**config.mk**
```make
export PLATFORM = sky130hd
export DESIGN_NAME = ext_bus_sizer
export DESIGN_NICKNAME = d
export VERILOG_FILES = /design/src/rtl/bsz_pkg.sv /design/src/rtl/bsz_lane_steer.sv /design/src/rtl/bsz_read_merge.sv /design/src/rtl/bsz_ctrl.sv /design/src/rtl/ext_bus_sizer.sv
export SDC_FILE = /design/constraint.sdc
export NUM_CORES = 1
export LEC_CHECK = 0
export BUFFER_PORTS_ARGS = -buffer_cell sky130_fd_sc_hd__buf_2
export CORE_ASPECT_RATIO = 1.1
export CORE_MARGIN = 2
export CORE_UTILIZATION = 51
export CTS_CLUSTER_SIZE = 14
export DETAILED_ROUTE_END_ITERATION = 6
export GPL_TIMING_DRIVEN = 0
export PLACE_DENSITY_LB_ADDON = 0.15
export SLEW_MARGIN = 20
export SYNTH_ARGS = -nofsm -noshare
export SYNTH_HDL_FRONTEND = slang
export SYNTH_HIERARCHICAL = 1
export SYNTH_SLANG_ARGS = --single-unit
```
**constraint.sdc**
```tcl
create_clock -name clk -period 2.6 [get_ports clk]
set_clock_uncertainty 0.05 [all_clocks]
set_input_delay 0.13 -clock clk [delete_from_list [all_inputs] [get_ports clk]]
set_output_delay 0.13 -clock clk [all_outputs]
set_load 0.005 [all_outputs]
```
**src/rtl/bsz_pkg.sv**
```systemverilog
package bsz_pkg;

    localparam int BUS_W  = 16;
    localparam int HALF_W = BUS_W / 2;
    localparam int ACC_W  = 2 * BUS_W;

    typedef enum logic [1:0] {
        SZ_BYTE  = 2'd0,
        SZ_WORD  = 2'd1,
        SZ_LONG  = 2'd2,
        SZ_LONG3 = 2'd3
    } size_e;

    typedef enum logic [1:0] {
        PH_IDLE = 2'd0,
        PH_ADDR = 2'd1,
        PH_STRB = 2'd2
    } phase_e;

    // Latched request fields other than the address
    typedef struct packed {
        size_e              size;
        logic               write;
        logic [ACC_W-1:0]   wdata;
    } req_t;

    // One bus cycle's worth of outgoing lane information
    typedef struct packed {
        logic [BUS_W-1:0]   data;
        logic               up_en;
        logic               lo_en;
    } lane_t;

    function automatic logic is_misaligned(size_e s, logic lsb);
        return (s != SZ_BYTE) && lsb;
    endfunction

    function automatic logic needs_two_beats(size_e s);
        return (s == SZ_LONG) || (s == SZ_LONG3);
    endfunction

endpackage

```
**src/rtl/bsz_lane_steer.sv**
```systemverilog
module bsz_lane_steer
    import bsz_pkg::*;
(
    input  size_e              size,
    input  logic               lsb,
    input  logic               beat,
    input  logic [ACC_W-1:0]   wdata,
    output lane_t              lane
);

    always_comb begin
        lane = '0;
        unique case (size)
            SZ_BYTE: begin
                if (lsb) begin
                    lane.data[HALF_W-1:0] = wdata[HALF_W-1:0];
                    lane.lo_en            = 1'b1;
                end else begin
                    lane.data[BUS_W-1:HALF_W] = wdata[HALF_W-1:0];
                    lane.up_en                = 1'b1;
                end
            end
            SZ_WORD: begin
                lane.data  = wdata[BUS_W-1:0];
                lane.up_en = 1'b1;
                lane.lo_en = 1'b1;
            end
            default: begin
                lane.data  = beat ? wdata[BUS_W-1:0] : wdata[ACC_W-1:BUS_W];
                lane.up_en = 1'b1;
                lane.lo_en = 1'b1;
            end
        endcase
    end

endmodule

```
**src/rtl/bsz_read_merge.sv**
```systemverilog
module bsz_read_merge
    import bsz_pkg::*;
(
    input  logic               clk,
    input  logic               rst,
    input  logic               capture,
    input  size_e              size,
    input  logic               lsb,
    input  logic               beat,
    input  logic [BUS_W-1:0]   din,
    output logic [ACC_W-1:0]   rdata
);

    always_ff @(posedge clk) begin
        if (rst) begin
            rdata <= '0;
        end else if (capture) begin
            unique case (size)
                SZ_BYTE: rdata <= {{(ACC_W-HALF_W){1'b0}},
                                   (lsb ? din[HALF_W-1:0] : din[BUS_W-1:HALF_W])};
                SZ_WORD: rdata <= {{(ACC_W-BUS_W){1'b0}}, din};
                default: begin
                    if (beat) rdata[BUS_W-1:0] <= din;
                    else      rdata            <= {din, {BUS_W{1'b0}}};
                end
            endcase
        end
    end

endmodule

```
**src/rtl/bsz_ctrl.sv**
```systemverilog
module bsz_ctrl
    import bsz_pkg::*;
(
    input  logic    clk,
    input  logic    rst,
    input  logic    req_valid,
    input  size_e   req_size,
    input  logic    req_lsb,
    input  logic    two_beats,
    output phase_e  phase,
    output logic    beat,
    output logic    busy,
    output logic    done,
    output logic    align_err,
    output logic    start
);

    logic take;

    assign take  = req_valid && (phase == PH_IDLE);
    assign start = take && !is_misaligned(req_size, req_lsb);
    assign busy  = (phase != PH_IDLE);

    always_ff @(posedge clk) begin
        if (rst) begin
            phase     <= PH_IDLE;
            beat      <= 1'b0;
            done      <= 1'b0;
            align_err <= 1'b0;
        end else begin
            done      <= 1'b0;
            align_err <= 1'b0;
            unique case (phase)
                PH_IDLE: begin
                    if (start) begin
                        phase <= PH_ADDR;
                        beat  <= 1'b0;
                    end else if (take) begin
                        align_err <= 1'b1;
                    end
                end
                PH_ADDR: phase <= PH_STRB;
                PH_STRB: begin
                    if (two_beats && !beat) begin
                        beat  <= 1'b1;
                        phase <= PH_ADDR;
                    end else begin
                        phase <= PH_IDLE;
                        done  <= 1'b1;
                    end
                end
                default: phase <= PH_IDLE;
            endcase
        end
    end

endmodule

```
**src/rtl/ext_bus_sizer.sv**
```systemverilog
module ext_bus_sizer
    import bsz_pkg::*;
#(
    parameter int ADDR_W = 24
) (
    input  logic               clk,
    input  logic               rst,
    input  logic               req_valid,
    input  logic [ADDR_W-1:0]  req_addr,
    input  logic [1:0]         req_size,
    input  logic               req_write,
    input  logic [31:0]        req_wdata,
    output logic               busy,
    output logic               done,
    output logic               align_err,
    output logic [31:0]        rdata,
    output logic [ADDR_W-1:0]  bus_addr,
    output logic [15:0]        bus_dout,
    input  logic [15:0]        bus_din,
    output logic               rd_n,
    output logic               hwr_n,
    output logic               lwr_n
);

    phase_e             phase;
    logic               beat;
    logic               start;
    logic               strobe_state;
    logic               capture;
    req_t               req_q;
    logic [ADDR_W-1:0]  addr_q;
    lane_t              lane;
    size_e              in_size;

    assign in_size = size_e'(req_size);

    bsz_ctrl u_ctrl (
        .clk       (clk),
        .rst       (rst),
        .req_valid (req_valid),
        .req_size  (in_size),
        .req_lsb   (req_addr[0]),
        .two_beats (needs_two_beats(req_q.size)),
        .phase     (phase),
        .beat      (beat),
        .busy      (busy),
        .done      (done),
        .align_err (align_err),
        .start     (start)
    );

    always_ff @(posedge clk) begin
        if (rst) begin
            req_q  <= '0;
            addr_q <= '0;
        end else if (start) begin
            req_q.size  <= in_size;
            req_q.write <= req_write;
            req_q.wdata <= req_wdata;
            addr_q      <= req_addr;
        end
    end

    bsz_lane_steer u_lane (
        .size  (req_q.size),
        .lsb   (addr_q[0]),
        .beat  (beat),
        .wdata (req_q.wdata),
        .lane  (lane)
    );

    assign strobe_state = (phase == PH_STRB);
    assign capture      = strobe_state && !req_q.write;

    assign bus_addr = addr_q + {{(ADDR_W-2){1'b0}}, beat, 1'b0};
    assign bus_dout = lane.data;
    assign rd_n     = !(strobe_state && !req_q.write);
    assign hwr_n    = !(strobe_state && req_q.write && lane.up_en);
    assign lwr_n    = !(strobe_state && req_q.write && lane.lo_en);

    bsz_read_merge u_merge (
        .clk     (clk),
        .rst     (rst),
        .capture (capture),
        .size    (req_q.size),
        .lsb     (addr_q[0]),
        .beat    (beat),
        .din     (bus_din),
        .rdata   (rdata)
    );

endmodule

```
Word level (Yosys, flattened, before mapping)
Cells that the tools add are included.

operators by class
  add/subtract/negate cells = 1
  muxes and demuxes = 18
  reduce and logical (&&, ||, !) cells = 24
  eq/ne operators = 8
  bitwise gates (word level) = 2

operator list
  operator                                                               count
  32-bit case mux with 2 select lines                                    1
  16-bit 2-to-1 mux                                                      3
  18-bit case mux with 2 select lines                                    1
  24-bit by 2-bit adder with 24-bit output                               1
  8-bit 2-to-1 mux                                                       3
  1-bit logical AND                                                      8
  1-bit 2-to-1 mux                                                       7
  2-bit equality test, second input constant                             3
  1-bit logical NOT                                                      6
  2-bit case mux with 3 select lines                                     1
  2-bit nonzero test                                                     3
  2-bit by 1-bit equality test with 1-bit output, second input constant  2
  2-bit logical NOT                                                      2
  3-bit by 1-bit != test with 1-bit output, second input constant        1
  3-bit AND reduction                                                    1
  3-bit OR reduction                                                     1
  2-bit 2-to-1 mux                                                       1
  2-bit by 1-bit != test with 1-bit output, second input constant        1
  2-bit != test, second input constant                                   1
  1-bit inverter                                                         2
  1-bit case mux with 2 select lines                                     1
  2-bit AND reduction                                                    1
  2-bit OR reduction                                                     1
  1-bit logical OR                                                       1

storage, ports and cells
  word-level logic and storage cells = 63
  input bits = 78
  register bits after elaboration = 96

Logic depth before layout (Yosys ltp)
Gate-level depths: netlist of run 1.

  depth after elaboration = 6
  mapped depth = 8

Hierarchy
Netlist of run 1, hierarchy kept.

by module, submodules not included
  module          seq. area each (um2)  times used  area each (um2)  cells an instance
  ext_bus_sizer   1181.1                1           2571.2           261
  bsz_read_merge  640.6                 1           1253.7           140
  bsz_lane_steer  0.0                   1           586.8            68
  bsz_ctrl        100.1                 1           197.7            19

Least setup slack after synthesis of run 1
OpenSTA, ideal clock, no wires.

  path kind = flip-flop to flip-flop
  start = register u_ctrl.phase[1]
  end = register u_merge.rdata[21]
  data arrival time = 1.681 ns
  data required time = 2.422 ns
  stages on the path, launching flop included = 8
  slack = 0.742 ns
  setup time = 0.128 ns
  cell sequence = dfxtp_1 > or3b_2 > inv_1 > buf_2 > a21bo_2 > buf_2 > a22oi_1 > nor2_1

between the ends
  word-level cells in the longest chain between the ends = 3

RTL lines
  element                         line                  text
  start: declaration              bsz_ctrl.sv:10        output phase_e phase,
  start signal: assignment        bsz_ctrl.sv:26        phase <= PH_IDLE;
  start signal: assignment        bsz_ctrl.sv:36        phase <= PH_ADDR;
  start signal: assignment        bsz_ctrl.sv:42        PH_ADDR: phase <= PH_STRB;
  2-bit equality test             ext_bus_sizer.sv:72   assign strobe_state = (phase == PH_STRB);
  1-bit logical AND               ext_bus_sizer.sv:73   assign capture = strobe_state && !req_q.write;
  net capture                     ext_bus_sizer.sv:29   logic capture;
  2-bit AND reduction (no line)   n/a
  end signal: assignment          bsz_read_merge.sv:21  SZ_WORD: rdata <= {{(ACC_W-BUS_W){1'b0}}, din};
  end signal: indexed assignment  bsz_read_merge.sv:23  if (beat) rdata[BUS_W-1:0] <= din;
  end signal: assignment          bsz_read_merge.sv:24  else rdata <= {din, {BUS_W{1'b0}}};
  end: declaration                bsz_read_merge.sv:11  output logic [ACC_W-1:0] rdata

The timed path passes the listed nets, and every way through them passes these cells.
A chain may end at the register's enable or synchronous reset.

Final worst setup path of run 1
  start = register u_ctrl.beat
  end = output bus_addr[19]

between the ends
  word-level cells in the longest chain between the ends = 1

RTL lines
  element                                   line                 text
  start: declaration                        bsz_ctrl.sv:11       output logic beat,
  start signal: assignment                  bsz_ctrl.sv:27       beat <= 1'b0;
  start signal: assignment                  bsz_ctrl.sv:37       beat <= 1'b0;
  start signal: assignment                  bsz_ctrl.sv:45       beat <= 1'b1;
  24-bit by 2-bit adder with 24-bit output  ext_bus_sizer.sv:75  assign bus_addr = addr_q + {{(ADDR_W-2){1'b0}}, beat, 1'b0};
  end: declaration                          ext_bus_sizer.sv:17  output logic [ADDR_W-1:0] bus_addr,

No other way between the ends.

==> results.json, run 1 <==
{
  "start_util": 0.522,
  "fin_crit_sh": 0.935,
  "synthArstFlopShare": 0,
  "hpwlAfterDp_mm": 8.85,
  "cts_inserted_buffers": 9,
  "critPathMaxFanout": 8,
  "worst_pin_slew_ns": 0.552,
  "finalHoldViolations": 0,
  "grt_pass1_wl_mm": 20.0,
  "stdcell_count": 838,
  "cts.clk_slew.worst_paths_ns": 0.10,
  "path_common_cell": "ha_1",
  "synth-seq-cells": 96,
  "setup_slack_ns": 0.168,
  "grt_usage": 0.250,
  "syn_area_per_cell_um2": 9.45,
  "drc": 0,
  "gp_congestion": 0.872,
  "p_leak_nw": 2.95,
  "timing.final.max_slew_violations": 0,
  "cts-root-buf": "clkbuf_8",
  "synthAdderAreaFrac": 0.00543,
  "synth_edf_count": 0,
  "wl_per_cell_um": 15.0,
  "syn-num-nets": 568,
  "seq_area_frac_synth": 0.417,
  "cts_tree": "done",
  "drive_gt1_frac": 0.301,
  "final_nets": 799,
  "rsz0062_at_grt": "no",
  "cts_max_path_buffers": 2,
  "p_per_area_nw_per_um2": 501,
  "vias_per_cell": 5.24,
  "n_antenna_cell": 0,
  "placementRows": 36,
  "max_freq_mhz": 411,
  "num_vias": 4390,
  "yosys.cell_count.top_type": "dfxtp_1",
  "ant_nets": 0,
  "areaGrowthSynthToFinish_pct": 39.1,
  "port_buffers": 155,
  "synth.mux.area_fraction": 0.193,
  "drv_cap": 0,
  "cpPeakStageDelay_ns": 0.45,
  "slowest_stage": "dfxtp_2",
  "die_y_um": 104,
  "synth_top_area_frac": 0.417,
  "maxSlewHeadroom": 0.631,
  "die_x_um": 94.6,
  "fin_crit_ns": 2.43,
  "path_class": "reg2out",
  "firstDrtPassIters": 4,
  "worst-path-buf-inv": 1,
  "fin_setup_tns_ns": 0,
  "synth-xor-area-share": 0.0399,
  "crit_chain": "ha_1 -> ha_1 -> and3_2 -> nand4_4 -> nor3_2 -> xor2_1 -> buf_2",
  "ys_types": 53,
  "power.total_mw": 3.21,
  "arrival_ns": 2.25,
  "antenna_found_initial": 0,
  "overflow": 0,
  "synth-simple-area-share": 0.215,
  "core_um2": 8830,
  "synthTopCellsByArea": "dfxtp_1 (42%), mux2i_1 (17%), nor2_1 (7.2%)",
  "die_area_um2": 9820,
  "status": "complete, no violations",
  "netlist_area_um2": 4610,
  "required_ns": 2.42,
  "synth_commonest_cells": "dfxtp_1 (96), nor2_1 (89), mux2i_1 (76)",
  "yosys.area.top_type": "dfxtp_1",
  "grt_max_degree": 17,
  "crit_path_end_kind": "output port",
  "netlist_instances": 488,
  "htreeDepth": 3,
  "synth-main-ff-cell": "dfxtp_1",
  "yosys_warnings": 6,
  "holdCritPathClass": "in2reg",
  "clk_latency_ns": 0.35,
  "nFillCells": 698,
  "setup_viol": 0,
  "synth_compound_area_frac": 0.0833,
  "ff2ff_setup_slack_ns": 0.54,
  "cts_sinks": 96,
  "num_io_pins": 156,
  "dp.cells": 757,
  "cp-start-kind": "flop",
  "grt_pass1_vias": 4240,
  "crit_family": "simple AND/OR/NAND/NOR gates",
  "synth_top_family_by_area": "simple AND/OR/NAND/NOR gates",
  "peakVddDrop_mv": 0.452,
  "wl_mm": 12.5,
  "dp_slack_ns": 0.379,
  "drt_iter0_markers": 192
}
-- placed cells by master (no fill, tap or decap), types with 13 or more instances in the layout --
cell type,synthesis,routed
buf_2,14,169
dfxtp_1,96,95
nor2_1,89,89
mux2i_1,76,76
dlygate4sd3_1,0,65
nand3_1,19,19
nand2_1,18,18
a22oi_1,16,16
clkbuf_1,15,15
xor2_1,13,13
-- routing by layer --
metal / global-route usage / vias to the layer above / wire length (um)
li1: - / 2169 / -
met1: 0.327 / 2042 / 5510
met2: 0.418 / 156 / 6110
met3: 0.0407 / 23 / 687
met4: 0.0797 / 0 / 238
met5: 0 / - / 0
-- tightest hold or removal path: cells and delay by family --
kind	cells	cell delay, ns
AND/OR/NAND/NOR	1	0.07
AO/OA/AOI/OAI	1	0.07
buffers and inverters	1	0.11
-- final cells by class --
type                            instances  area, um^2  area share
Tap cell                              114         143      0.0223
Sequential cell                        96        1920       0.300
Clock inverter                          6        91.3      0.0142
Inverter                                7        26.3     0.00410
Timing Repair Buffer                  220        1430       0.223
Multi-Input combinational cell        348        2470       0.386
Clock buffer                           10         138      0.0215
Buffer                                 37         188      0.0293
-- state kept, by name (all words and copies together) (netlist names) --
name / cells
req_q: 35
u_ctrl/done: 1
u_merge/rdata: 32
addr_q: 24
u_ctrl/align_err: 1
u_ctrl/phase: 2
u_ctrl/beat: 1
-- logic make-up after synthesis --
logic type	count (synthesis)
and+or+nand+nor	186
DFF	96
muxes	85
AOI/OAI and AO/OA	54
buffers and inverters	44
xor gates and xnor gates	21
adders and majority gates	2
-- worst paths after layout --
path                      from           endpoint  cells past startpoint
max                u_ctrl/beat       bus_addr[19]                      7
max reg2reg    u_ctrl/phase[1]  u_merge/rdata[22]                      7
min reg2reg  u_merge/rdata[11]  u_merge/rdata[11]                      2
min                bus_din[14]  u_merge/rdata[30]                      3
-- power by group --
part | internal (mW) | total (mW) | switching [mW]
registers | 1.53 | 1.60 | 0.0642
logic | 0.279 | 0.519 | 0.240
clock network | 0.574 | 1.10 | 0.523
total | 2.39 | 3.21 | 0.827
-- repair_timing --
action	CTS	global route
buffers inserted	0	0
hold buffers	65	0
cloned	0	0
endpoints found under the hold margin	66	0
resized for setup	1	1
setup endpoints to repair	1	1
-- through the flow --
stage / cell area (um^2) / hold slack (ns) / utilization
6_report: 6410 / 0.00330 / 0.726
5_1_grt: 6410 / 0.00371 / 0.726
4_1_cts: 6410 / 0.000807 / 0.726
3_5_place_dp: 5530 / 0.320 / 0.626
3_3_place_gp: 5530 / 0.314 / 0.626
2_1_floorplan: 4610 / 0.142 / -
No activity file was read; power rests on OpenSTA's default activity.
==> run 2: changes to the inputs <==
- CORE_UTILIZATION: 51 -> 49
- CTS_CLUSTER_SIZE: 14 -> unset
- SETUP_SLACK_MARGIN: unset -> 0.1
- SYNTH_HIERARCHICAL: 1 -> unset
==> results.json, run 2 <==
{
  "rr_startpoint": "u_ctrl.beat",
  "cts_inserted_buffers": 9,
  "busiest_layer": "met2",
  "cts-root-buf": "clkbuf_8",
  "wl_per_cell_um": 14.2,
  "fin_crit_sh": 0.887,
  "power.total_mw": 3.12,
  "crit_chain": "ha_1 -> ha_1 -> nand4_1 -> nor4_4 -> nand3_1 -> xnor2_1 -> buf_2",
  "dp_slack_ns": 0.580,
  "arrival_ns": 2.13,
  "cp-start-kind": "flop",
  "synth-seq-cells": 96,
  "path_depth": 7,
  "largest_register_ffs": 35,
  "timing.hold.ws_ns": 0.0100,
  "p_leak_nw": 2.59,
  "synth_commonest_cells": "nand2_1 (142), dfxtp_1 (96), a21oi_1 (62)",
  "cp-endpoint": "bus_addr[19]",
  "use_met3": 0.0458,
  "gp_congestion": 0.919,
  "syn-num-nets": 598,
  "required_ns": 2.42,
  "status": "complete, no violations",
  "firstDrtPassIters": 6,
  "synthArstFlopShare": 0,
  "synth_top_area_frac": 0.467,
  "synth-main-ff-cell": "dfxtp_1",
  "setup_slack_ns": 0.293,
  "ant_nets": 0,
  "areaGrowthSynthToFinish_pct": 42.4,
  "peakVddDrop_mv": 0.325,
  "syn_area_per_cell_um2": 7.95,
  "cts_max_path_buffers": 2,
  "drt_iter0_markers": 288,
  "dp.cells": 783,
  "grt_usage": 0.261,
  "overflow": 0,
  "core_um2": 8280,
  "crit_family": "simple AND/OR/NAND/NOR gates",
  "synthTopCellsByArea": "dfxtp_1 (47%), nand2_1 (13%), a21oi_1 (7.5%)",
  "hpwlAfterDp_mm": 8.85,
  "final_nets": 823,
  "synth_edf_count": 0,
  "drc": 0,
  "seq_area_frac_synth": 0.467,
  "start_util": 0.497,
  "maxSlewHeadroom": 0.622,
  "cp-startpoint": "u_ctrl.beat",
  "drv_cap": 0,
  "ff2ff_setup_slack_ns": 0.83,
  "final_cell_mix": "buf_2 (167), nand2_1 (142), dfxtp_1 (96)",
  "cts_sinks": 96,
  "path_common_cell": "ha_1",
  "nFillCells": 667,
  "timing.final.max_slew_violations": 0,
  "cpPeakStageDelay_ns": 0.39,
  "yosys_warnings": 0,
  "cts_setup_buffers": 0,
  "drive_gt1_frac": 0.263,
  "ys_types": 42,
  "setup_viol": 0,
  "hold_path_depth": 3,
  "die_y_um": 100,
  "worst_pin_slew_ns": 0.559,
  "die_area_um2": 9150,
  "stdcell_count": 859,
  "largest_registers": "req_q x35, u_merge.rdata x32, addr_q x24",
  "cts.clk_slew.worst_paths_ns": 0.10,
  "die_x_um": 91.4,
  "vias_per_cell": 5.16,
  "holdCritPathClass": "in2reg",
  "path_class": "reg2out",
  "p_per_area_nw_per_um2": 532,
  "grtUsageMet1": 0.332,
  "htreeDepth": 3,
  "stdcell_area_um2": 5860,
  "cts_tree": "done",
  "wl_mm": 12.2,
  "place_area_um2": 5030,
  "worst-path-buf-inv": 1,
  "layout_commonest_cell": "buf_2",
  "finalHoldViolations": 0,
  "rsz0062_at_grt": "no",
  "grt_max_degree": 18,
  "num_vias": 4430,
  "netlist_instances": 518,
  "fin_crit_ns": 2.31,
  "reg2regPathDepth": 5,
  "rr_endpoint": "u_merge.rdata[5]",
  "grt_pass1_vias": 4159,
  "multi_input_area_um2": 2010,
  "crit_path_end_kind": "output port",
  "yosys.area.top_type": "dfxtp_1",
  "grt_use_met2": 0.440,
  "yosys.cell_count.top_type": "nand2_1",
  "port_buffers": 154,
  "placementRows": 35,
  "max_freq_mhz": 434,
  "regMostFlops": "req_q",
  "netlist_area_um2": 4120,
  "n_antenna_cell": 0,
  "critPathMaxFanout": 4,
  "fin_util": 0.708,
  "grt_pass1_wl_mm": 19.3,
  "clk_latency_ns": 0.34,
  "slowest_stage": "dfxtp_1",
  "num_io_pins": 156,
  "antenna_found_initial": 0,
  "regArea_um2": 1920,
  "fin_setup_tns_ns": 0
}
-- run 2: how the worst min path moves through the flow --
| stage | startpoint | slack [ns] | end |
|---|---|---|---|
| 6_report | bus_din[9] | 0.01 | u_merge.rdata[9] |
| 3_3_place_gp | req_wdata[18] | 0.32 | req_q[18] |
| 2_1_floorplan | req_valid | 0.20 | u_ctrl.align_err |
| 3_5_place_dp | req_wdata[18] | 0.33 | req_q[18] |
| 5_1_grt | bus_din[9] | 0.003 | u_merge.rdata[9] |
| 4_1_cts | bus_din[9] | 0.00005 | u_merge.rdata[9] |
-- run 2: final cells by class --
class | instances | share of cell area
Multi-Input combinational cell | 376 | 0.343
Sequential cell | 96 | 0.328
Timing Repair Buffer | 214 | 0.234
Buffer | 37 | 0.0271
Tap cell | 111 | 0.0237
Clock buffer | 9 | 0.0211
Clock inverter | 7 | 0.0173
Inverter | 9 | 0.00576
-- run 2: routing by layer --
metal  up-vias  wire (um)
met5         -          0
met4         0        280
met3        29        788
met2       181       5860
met1      2004       5290
li1       2216          -
-- run 2: kinds of logic (layout without fill, tap and decap cells) --
group           after synthesis  in the layout  synth area share
compound gates              119            119             0.179
buf+inv                      46            276            0.0468
flops                        96             96             0.467
fa+ha+maj                     2              2           0.00608
xor+xnor                     21             21            0.0447
simple gates                229            229             0.244
mux                           5              5            0.0125
-- run 2: timing repair --
| item | CTS | global route |
|---|---|---|
| hold buffers | 60 | 0 |
| endpoints found under the setup margin | 0 | 3 |
| endpoints found under the hold margin | 60 | 0 |
| gates resized for setup | 0 | 2 |
-- run 2: power breakdown --
part / leakage, nW / switching, mW / internal [mW]
Combinational: 1.70 / 0.238 / 0.216
Sequential: 0.782 / 0.0523 / 1.53
Clock: 0.112 / 0.530 / 0.554
Total: 2.59 / 0.820 / 2.30
-- run 2: tightest hold or removal path, cell delays in order --
cell	delay, ns
buf_2	0.11
a22oi_1	0.07
nor2_1	0.08
==> run 3: changes to the inputs <==
- MAX_ROUTING_LAYER: unset -> met4
- SETUP_SLACK_MARGIN: 0.1 -> 0.02
==> results.json, run 3 (synthesized netlist as in run 2, its figures left out) <==
{
  "regMostFlops": "req_q",
  "n_antenna_cell": 0,
  "use_met3": 0.0465,
  "layout_commonest_cell": "buf_2",
  "clk_latency_ns": 0.36,
  "nFillCells": 658,
  "peakVddDrop_mv": 0.357,
  "wl_mm": 13.0,
  "antenna_found_initial": 0,
  "overflow": 0,
  "timing.final.max_slew_violations": 0,
  "grt_use_met2": 0.484,
  "cpPeakStageDelay_ns": 0.38,
  "hpwlAfterDp_mm": 8.77,
  "gp_congestion": 0.940,
  "regArea_um2": 1920,
  "vias_per_cell": 5.29,
  "rsz0062_at_grt": "no",
  "worst_pin_slew_ns": 0.543,
  "arrival_ns": 2.19,
  "cts_inserted_buffers": 9,
  "multi_input_area_um2": 2010,
  "p_per_area_nw_per_um2": 518,
  "firstDrtPassIters": 6,
  "holdCritPathClass": "in2reg",
  "final_cell_mix": "buf_2 (167), nand2_1 (142), dfxtp_1 (96)",
  "drc": 0,
  "num_vias": 4598,
  "port_buffers": 154,
  "cts_max_path_buffers": 2,
  "fin_crit_sh": 0.910,
  "grt_max_degree": 19,
  "path_class": "reg2out",
  "die_x_um": 91.4,
  "fin_crit_ns": 2.37,
  "core_um2": 8280,
  "die_y_um": 100,
  "grtUsageMet1": 0.345,
  "p_leak_nw": 2.63,
  "grt_usage": 0.287,
  "timing.hold.ws_ns": 0.00650,
  "slowest_stage": "dfxtp_1",
  "num_io_pins": 156,
  "start_util": 0.497,
  "setup_viol": 0,
  "stdcell_area_um2": 5960,
  "switchingPower_mw": 0.864,
  "seq_power_share": 0.513,
  "cts_sinks": 96,
  "cts_tree": "done",
  "crit_chain": "ha_1 -> ha_1 -> nand3_1 -> nor2_1 -> and4_2 -> xor2_1 -> buf_2",
  "busiest_layer": "met2",
  "largest_register_ffs": 35,
  "stdcell_count": 870,
  "critPathMaxFanout": 4,
  "place_area_um2": 5030,
  "path_common_cell": "ha_1",
  "cts_setup_buffers": 0,
  "dp_slack_ns": 0.561,
  "die_area_um2": 9150,
  "maxSlewHeadroom": 0.633,
  "drt_iter0_markers": 281,
  "switching_share": 0.280,
  "htreeDepth": 3,
  "dp.cells": 783,
  "cp-start-kind": "flop",
  "ant_nets": 0,
  "fin_setup_tns_ns": 0,
  "placementRows": 35,
  "status": "complete, no violations",
  "cts.clk_slew.worst_paths_ns": 0.10,
  "p_int_mw": 2.22,
  "required_ns": 2.42,
  "finalHoldViolations": 0,
  "drv_cap": 0,
  "grt_pass1_wl_mm": 20.5,
  "final_nets": 834,
  "areaGrowthSynthToFinish_pct": 44.7,
  "max_freq_mhz": 422,
  "wl_per_cell_um": 14.9,
  "crit_path_end_kind": "output port",
  "combPwrFrac": 0.153,
  "largest_registers": "req_q x35, u_merge.rdata x32, addr_q x24",
  "cts-root-buf": "clkbuf_8",
  "clkPwrFrac": 0.334,
  "grt_pass1_vias": 4396,
  "setup_slack_ns": 0.233,
  "drive_gt1_frac": 0.258
}
run 3: layer usage:
metal,part of all wire,up-vias
li1,-,2242
met1,0.42,2095
met2,0.48,221
met3,0.072,40
met4,0.024,0
met5,0,-
run 3: worst max-delay path: cells and delay by family, from the launching register on:
family | cells | cell delay, ns
DFF | 1 | 0.38
adders and majority gates | 2 | 0.44
buffers and inverters | 1 | 0.12
and+or+nand+nor | 3 | 0.74
xor gates and xnor gates | 1 | 0.14
run 3: timing repair:
item,4_1_cts,5_1_grt
hold endpoints to repair,72,0
endpoints found under the setup margin,0,1
hold buffers,71,0
resized for setup,0,1
run 3: worst paths after layout:
path | start | to | slack, ns | cells after the start
worst min register to register | req_q[19] | req_q[19] | 0.41 | 2
worst min-delay path | bus_din[1] | u_merge.rdata[17] | 0.007 | 3
worst max-delay path | u_ctrl.beat | bus_addr[11] | 0.23 | 7
worst max register to register | u_ctrl.beat | u_merge.rdata[5] | 0.73 | 5
run 3: metrics by stage:
step                power, mW  utilization
CTS                      3.09        0.719
detailed placement       1.99        0.607
global placement         1.98        0.607
floorplan                1.81            -
global route             3.22        0.720
finish                   3.09        0.720
run 3: final cells by class:
cell class / count / area share
Sequential cell: 96 / 0.323
Tap cell: 111 / 0.0233
Buffer: 37 / 0.0267
Multi-Input combinational cell: 376 / 0.338
Clock inverter: 7 / 0.0145
Timing Repair Buffer: 225 / 0.249
Inverter: 9 / 0.00567
Clock buffer: 9 / 0.0208
run 3: power groups by stage:
stage	sequential (mW)	combinational [mW]	clock, mW
floorplan	1.60	0.211	0
global placement	1.61	0.373	0
detailed placement	1.61	0.380	0
CTS	1.58	0.464	1.05
global route	1.59	0.519	1.11
finish	1.58	0.472	1.03
